`src/rtl/sha1_pkg.sv`:
```
`timescale 1ns/1ps
package sha1_pkg;

  localparam int unsigned WORD_W = 32;

  typedef logic [WORD_W-1:0] word_t;

  typedef struct packed {
    word_t a;
    word_t b;
    word_t c;
    word_t d;
    word_t e;
  } quint_t;

  localparam quint_t IV_C = '{
    a: 32'h67452301,
    b: 32'hEFCDAB89,
    c: 32'h98BADCFE,
    d: 32'h10325476,
    e: 32'hC3D2E1F0
  };

  typedef enum logic [1:0] {
    ST_IDLE,
    ST_ROUND,
    ST_FINAL
  } ctrl_e;

  function automatic word_t rotl(input word_t x, input int unsigned n);
    return (x << n) | (x >> (WORD_W - n));
  endfunction

  function automatic word_t stage_k(input logic [1:0] stage);
    case (stage)
      2'd0:    return 32'h5A827999;
      2'd1:    return 32'h6ED9EBA1;
      2'd2:    return 32'h8F1BBCDC;
      default: return 32'hCA62C1D6;
    endcase
  endfunction

  function automatic word_t stage_f(input logic [1:0] stage, input word_t b,
                                    input word_t c, input word_t d);
    case (stage)
      2'd0:    return (b & c) | (~b & d);
      2'd2:    return (b & c) | (b & d) | (c & d);
      default: return b ^ c ^ d;
    endcase
  endfunction

endpackage

```
`src/rtl/sha1_msg_sched.sv`:
```
`timescale 1ns/1ps
module sha1_msg_sched #(
  parameter int unsigned WORD_W = 32,
  parameter int unsigned WINDOW = 16
) (
  input  logic                     clk_i,
  input  logic                     rst_ni,
  input  logic                     load_i,
  input  logic                     shift_i,
  input  logic [WORD_W*WINDOW-1:0] block_i,
  output logic [WORD_W-1:0]        w_o
);

  localparam int unsigned TAP_A = WINDOW - 3;
  localparam int unsigned TAP_B = WINDOW - 8;
  localparam int unsigned TAP_C = WINDOW - 14;

  logic [WORD_W-1:0] win_q [WINDOW];
  logic [WORD_W-1:0] mix;
  logic [WORD_W-1:0] expand;

  assign mix    = win_q[TAP_A] ^ win_q[TAP_B] ^ win_q[TAP_C] ^ win_q[0];
  assign expand = {mix[WORD_W-2:0], mix[WORD_W-1]};
  assign w_o    = win_q[0];

  for (genvar i = 0; i < WINDOW; i++) begin : g_win
    logic [WORD_W-1:0] shift_in;
    if (i == WINDOW - 1) begin : g_tail
      assign shift_in = expand;
    end else begin : g_body
      assign shift_in = win_q[i+1];
    end

    always_ff @(posedge clk_i or negedge rst_ni) begin
      if (!rst_ni) begin
        win_q[i] <= '0;
      end else if (load_i) begin
        win_q[i] <= block_i[(WINDOW-1-i)*WORD_W +: WORD_W];
      end else if (shift_i) begin
        win_q[i] <= shift_in;
      end
    end
  end


  sched_load_chk: assert property (@(posedge clk_i) disable iff (!rst_ni)
    load_i |=> (w_o == $past(block_i[WORD_W*WINDOW-1 -: WORD_W])));

endmodule

```
`src/rtl/sha1_round_dp.sv`:
```
`timescale 1ns/1ps
module sha1_round_dp
  import sha1_pkg::*;
(
  input  logic [1:0] stage_i,
  input  quint_t     work_i,
  input  word_t      w_i,
  output quint_t     work_o
);

  word_t f_val;
  word_t sum;

  always_comb begin
    f_val    = stage_f(stage_i, work_i.b, work_i.c, work_i.d);
    sum      = rotl(work_i.a, 5) + f_val + work_i.e + stage_k(stage_i) + w_i;
    work_o.a = sum;
    work_o.b = work_i.a;
    work_o.c = rotl(work_i.b, 30);
    work_o.d = work_i.c;
    work_o.e = work_i.d;
  end

endmodule

```
`src/rtl/sha1_ctrl.sv`:
```
`timescale 1ns/1ps
module sha1_ctrl
  import sha1_pkg::*;
#(
  parameter int unsigned NUM_ROUNDS   = 80,
  parameter int unsigned STAGE_ROUNDS = 20
) (
  input  logic       clk_i,
  input  logic       rst_ni,
  input  logic       init_i,
  input  logic       next_i,
  output logic       start_o,
  output logic       use_iv_o,
  output logic       round_en_o,
  output logic       final_o,
  output logic [1:0] stage_o,
  output logic       ready_o,
  output logic       valid_o
);

  localparam int unsigned CTR_W = $clog2(NUM_ROUNDS);
  localparam int unsigned SUB_W = $clog2(STAGE_ROUNDS);
  localparam logic [CTR_W-1:0] LAST_RND  = CTR_W'(NUM_ROUNDS - 1);
  localparam logic [SUB_W-1:0] LAST_SUB  = SUB_W'(STAGE_ROUNDS - 1);

  ctrl_e            state_q;
  logic [CTR_W-1:0] ctr_q;
  logic [SUB_W-1:0] sub_q;
  logic [1:0]       stage_q;
  logic             valid_q;

  assign ready_o    = (state_q == ST_IDLE);
  assign start_o    = ready_o && (init_i || next_i);
  assign use_iv_o   = init_i;
  assign round_en_o = (state_q == ST_ROUND);
  assign final_o    = (state_q == ST_FINAL);
  assign stage_o    = stage_q;
  assign valid_o    = valid_q;

  always_ff @(posedge clk_i or negedge rst_ni) begin
    if (!rst_ni) begin
      state_q <= ST_IDLE;
      ctr_q   <= '0;
      sub_q   <= '0;
      stage_q <= '0;
      valid_q <= 1'b0;
    end else begin
      case (state_q)
        ST_IDLE: begin
          if (start_o) begin
            state_q <= ST_ROUND;
            ctr_q   <= '0;
            sub_q   <= '0;
            stage_q <= '0;
            valid_q <= 1'b0;
          end
        end
        ST_ROUND: begin
          if (sub_q == LAST_SUB) begin
            sub_q   <= '0;
            stage_q <= stage_q + 2'd1;
          end else begin
            sub_q <= sub_q + 1'b1;
          end
          if (ctr_q == LAST_RND) begin
            ctr_q   <= '0;
            state_q <= ST_FINAL;
          end else begin
            ctr_q <= ctr_q + 1'b1;
          end
        end
        ST_FINAL: begin
          state_q <= ST_IDLE;
          valid_q <= 1'b1;
        end
        default: state_q <= ST_IDLE;
      endcase
    end
  end


  valid_implies_ready_chk: assert property (@(posedge clk_i) disable iff (!rst_ni)
    valid_o |-> ready_o);


  start_clear_chk: assert property (@(posedge clk_i) disable iff (!rst_ni)
    (ready_o && (init_i || next_i)) |=> (!ready_o && !valid_o));


  ready_fall_chk: assert property (@(posedge clk_i) disable iff (!rst_ni)
    $fell(ready_o) |-> $past(init_i || next_i));


  ctr_range_chk: assert property (@(posedge clk_i) disable iff (!rst_ni)
    ctr_q < CTR_W'(NUM_ROUNDS));


  busy_ignore_chk: assert property (@(posedge clk_i) disable iff (!rst_ni)
    (state_q == ST_ROUND && ctr_q != LAST_RND) |=>
      (!ready_o && ctr_q == $past(ctr_q) + 1'b1));

endmodule

```
`src/rtl/sha1_iter_core.sv`:
```
`timescale 1ns/1ps
module sha1_iter_core
  import sha1_pkg::*;
#(
  parameter int unsigned NUM_ROUNDS   = 80,
  parameter int unsigned STAGE_ROUNDS = 20,
  parameter int unsigned BLOCK_WORDS  = 16
) (
  input  logic                              clk_i,
  input  logic                              rst_ni,
  input  logic                              init_i,
  input  logic                              next_i,
  input  logic [BLOCK_WORDS*WORD_W-1:0]     block_i,
  output logic                              ready_o,
  output logic [$bits(quint_t)-1:0]         digest_o,
  output logic                              digest_valid_o
);

  logic       start;
  logic       use_iv;
  logic       round_en;
  logic       final_en;
  logic [1:0] stage;
  word_t      w_cur;
  quint_t     work_q;
  quint_t     work_nxt;
  quint_t     chain_q;

  sha1_ctrl #(
    .NUM_ROUNDS  (NUM_ROUNDS),
    .STAGE_ROUNDS(STAGE_ROUNDS)
  ) ctrl_i (
    .clk_i     (clk_i),
    .rst_ni    (rst_ni),
    .init_i    (init_i),
    .next_i    (next_i),
    .start_o   (start),
    .use_iv_o  (use_iv),
    .round_en_o(round_en),
    .final_o   (final_en),
    .stage_o   (stage),
    .ready_o   (ready_o),
    .valid_o   (digest_valid_o)
  );

  sha1_msg_sched #(
    .WORD_W(WORD_W),
    .WINDOW(BLOCK_WORDS)
  ) sched_i (
    .clk_i  (clk_i),
    .rst_ni (rst_ni),
    .load_i (start),
    .shift_i(round_en),
    .block_i(block_i),
    .w_o    (w_cur)
  );

  sha1_round_dp round_i (
    .stage_i(stage),
    .work_i (work_q),
    .w_i    (w_cur),
    .work_o (work_nxt)
  );

  always_ff @(posedge clk_i or negedge rst_ni) begin
    if (!rst_ni) begin
      work_q  <= '0;
      chain_q <= '0;
    end else if (start) begin
      work_q <= use_iv ? IV_C : chain_q;
      if (use_iv) chain_q <= IV_C;
    end else if (round_en) begin
      work_q <= work_nxt;
    end else if (final_en) begin
      chain_q.a <= chain_q.a + work_q.a;
      chain_q.b <= chain_q.b + work_q.b;
      chain_q.c <= chain_q.c + work_q.c;
      chain_q.d <= chain_q.d + work_q.d;
      chain_q.e <= chain_q.e + work_q.e;
    end
  end

  assign digest_o = chain_q;


  busy_digest_stable_chk: assert property (@(posedge clk_i) disable iff (!rst_ni)
    (!ready_o && $past(!ready_o)) |-> $stable(digest_o));


  idle_digest_stable_chk: assert property (@(posedge clk_i) disable iff (!rst_ni)
    (digest_valid_o && $past(digest_valid_o)) |-> $stable(digest_o));

endmodule

```
`config.mk`:
```
export PLATFORM = sky130hd
export DESIGN_NAME = sha1_iter_core
export DESIGN_NICKNAME = d
export VERILOG_FILES = /design/src/rtl/sha1_pkg.sv /design/src/rtl/sha1_msg_sched.sv /design/src/rtl/sha1_round_dp.sv /design/src/rtl/sha1_ctrl.sv /design/src/rtl/sha1_iter_core.sv
export SDC_FILE = /design/constraint.sdc
export NUM_CORES = 2
export LEC_CHECK = 0
export BUFFER_PORTS_ARGS = -buffer_cell sky130_fd_sc_hd__buf_2
export CAP_MARGIN = 10
export CORE_UTILIZATION = 40
export CTS_CLUSTER_DIAMETER = 40
export DETAILED_ROUTE_END_ITERATION = 8
export PLACE_DENSITY = 0.63
export SYNTH_ARGS = -nofsm -noshare
export SYNTH_HDL_FRONTEND = slang
export SYNTH_SLANG_ARGS = --single-unit
```
`constraint.sdc`:
```
create_clock -name clk_i -period 7.05 [get_ports clk_i]
set_input_delay 2.115 -clock clk_i [delete_from_list [all_inputs] [get_ports clk_i]]
set_output_delay 2.115 -clock clk_i [all_outputs]
set_load 0.005 [all_outputs]
```
==> results.json <==
{
  "grt_pass1_vias": 44700,
  "crit_family": "adder cells",
  "cp.required_ns": 7.72,
  "die_w_um": 355,
  "grt_overflow": 0,
  "grt_use_met3_pct": 7.17,
  "max_freq_ghz": 0.164,
  "grt.met2_usage_pct": 51.5,
  "worst_slack_ns": 0.967,
  "dp_slack_ns": 1.06,
  "initial_core_util_pct": 40.4,
  "clkTransAtPathRegs_ns": 0.05,
  "syn_avg_cell_area_um2": 8.38,
  "worst_pin_slew_ns": 1.28,
  "fin_crit_ns": 6.08,
  "drt_first_pass_iters": 8,
  "ir_drop_mv": 0.537,
  "fin_worst_skew_ns": 0.0348,
  "ctsHtreeMaxLevel": 4,
  "synth_mux_area_share_pct": 0.183,
  "crit_path_max_incr_delay_ns": 0.81,
  "crit_chain": "inv_1 -> ha_2 -> nor2_1 -> inv_1 -> fa_1 -> inv_1 -> fa_1 -> fa_1 -> inv_1 -> ha_1 -> inv_1 -> fa_1 -> nor2b_1 -> o21a_1 -> o21ai_1 -> a2111oi_2 -> a2111oi_4 -> o31ai_2 -> a21o_1 -> a21oi_1 -> xor2_1 -> a211oi_1",
  "setup_viol": 0,
  "ys_ff_latch": 849,
  "yosysSeqAreaShare_pct": 42.5,
  "utilization_pct": 48.6,
  "rsz0062_at_grt": "no",
  "async_flop_share_pct": 100,
  "final_cell_mix": "nand2_1 (1328), dfrtp_1 (849), nor2_1 (693), buf_2 (676), a31oi_1 (555)",
  "grt_max_degree": 282,
  "syn_area_um2": 50000,
  "postRouteAntennaNets": 0,
  "synth_edf_count": 0,
  "hold_ws_ns": 0.508,
  "antenna_found_initial": 48,
  "syn2layout_area_growth_pct": 20.5,
  "grt-busiest-layer": "met2",
  "synth_top_family_by_area": "compound AO/OA/AOI/OAI gates",
  "dp_hpwl_um": 152000,
  "vias": 46700,
  "synth_xor_area_share_pct": 4.68,
  "use_met1_pct": 38.8,
  "place.port_buffers": 677,
  "critical_path.max_fanout": 37,
  "status": "complete, but fails checks",
  "drtIter0Drc": 4905,
  "gp_congestion": 0.977,
  "p_per_area_nw_per_um2": 645,
  "cts_tree": "yes",
  "cp.arrival_ns": 6.76,
  "wire_per_inst_um": 24.4,
  "violations": "design-rule violations",
  "cpMostUsedCell": "inv_1",
  "hold_path_class": "reg -> reg",
  "postCtsHoldBufs": 0,
  "path_buf_inv": 5,
  "synth_nets": 6808,
  "cts.sinks": 849,
  "maxSlewHeadroom_pct": 14.8,
  "n_fill_cell": 12000,
  "finalCritPeriodShare_pct": 86.3,
  "syn_inst": 5966,
  "num_rows": 129,
  "grt_usage_pct": 31.5,
  "synth_adder_area_share_pct": 9.95,
  "cp-start-kind": "flip-flop",
  "clk_path_buf_depth": 3,
  "p_total_w": 0.0388,
  "clock_latency_ns": 0.78,
  "finalMaxSlewViolations": 0,
  "ctsResizeCount": 0,
  "crit_slowest_cell": "ha_2",
  "synth_warnings": 0,
  "die_h_um": 355,
  "cts_setup_buffers": 0,
  "core_region_area_um2": 124000,
  "dieArea_um2": 126000,
  "cap_violations": 0,
  "viasPerCell": 5.65,
  "root_buffer": "clkbuf_16",
  "grt_first_pass_wirelength_um": 294000,
  "critical_path_class": "reg -> reg",
  "ys_dominant_reg_cell": "dfrtp_1",
  "layout.nets": 7327,
  "synth_compound_area_share_pct": 19.2,
  "ios": 678,
  "report.final.hold_viol_count": 0,
  "numCtsBuffers": 152,
  "synth_cell_types": 84,
  "synth-simple-area-share_pct": 18.4,
  "layout_commonest_cell": "nand2_1",
  "drive_gt1_share_pct": 15.7,
  "cp-end-kind": "flip-flop",
  "finalSetupTns_ns": 0,
  "wl_um": 202000,
  "power.leakage_nw": 28.2,
  "drc": 98
}
metal layers:
metal	up-vias	share of wire, %
met4	46	5.5
met5	-	0.14
met3	464	7.6
met1	22700	39
met2	1904	47
li1	21500	-
cells by family after synthesis:
logic type               count (synthesis)
XOR/XNOR                               267
adder cells (fa/ha/maj)                326
buffers and inverters                  675
flip-flops                             849
AND/OR/NAND/NOR                       2288
multiplexers                             9
AO/OA/AOI/OAI                         1552
where the power goes:
group | leakage, nW | total, W | switching, W | internal (W)
sequential | 9.75 | 0.00989 | 0.00275 | 0.00715
combinational | 15.8 | 0.0211 | 0.0120 | 0.00917
clock | 2.60 | 0.00782 | 0.00287 | 0.00495
total | 28.2 | 0.0388 | 0.0176 | 0.0213
sequential cells by signal, indices dropped and copies added, names as in the netlist:
register and flops:
sched_i.g_win.shift_in 480, ctrl_i.state_q 2, ctrl_i.ctr_q 7, ctrl_i.sub_q 5
work_q 160, ctrl_i.valid_o 1, digest_o 160, sched_i.w_o 32
ctrl_i.stage_o 2
worst paths after layout:
path	start	endpoint	slack [ns]	cells after the start
min	ctrl_i.ctr_q[1]	ctrl_i.ctr_q[1]	0.51	2
max reg2reg	ctrl_i.stage_o[0]	work_q[155]	0.97	22
max	ctrl_i.stage_o[0]	work_q[155]	0.97	22
min reg2reg	ctrl_i.ctr_q[1]	ctrl_i.ctr_q[1]	0.51	2
max in group asynchronous	rst_ni	sched_i.g_win[3].shift_in[16]	4.34	2
min in group asynchronous	rst_ni	digest_o[6]	1.32	1
stage by stage:
step,area (um^2),instances
after floorplan,50000,5966
after global placement,54700,7968
after detailed placement,54700,7968
after CTS,60200,8249
after global routing,60200,8258
final,60200,8265
area by class of cell:
cell class,count,area (um^2),share of cell area [%]
timing repair buffer,726,3980,6.61
sequential,849,21200,35.3
inverter,314,1180,1.96
clock buffer,174,4030,6.69
antenna,16,40.0,0.0665
clock inverter,107,1410,2.34
tap,1637,2050,3.40
multi-input combinational,4442,26300,43.6
tightest hold or removal path: cells and delay by family (launching register included):
kind | cells | cell delay (ns)
simple gates | 1 | 0.05
flops | 1 | 0.35
compound gates | 1 | 0.07
cells in the mapped netlist (all sizes together), types with 9 or more instances:
master  instances  area, um^2
nor3           80         405
clkbuf        342        1280
dfrtp         849       21200
o21bai         18         135
a31oi         555        3470
ha            207        2590
nor2          696        2610
and3           25         161
o22ai          30         188
xnor2         191        1670
o211ai         22         165
a22oi          52         390
nand2b         30         188
xor2           76         666
o31ai          16         130
o21ai         302        1510
buf            19        78.8
o21a           19         143
inv           314        1180
a211oi         20         160
nand2        1329        4990
a21oi         322        1620
a22o            9        78.8
a21o           83         623
nor2b          30         188
nand4          16         100
o221ai         22         193
fa            119        2380
nand3          34         170
Note: power is estimated with default switching activity, not from simulation.
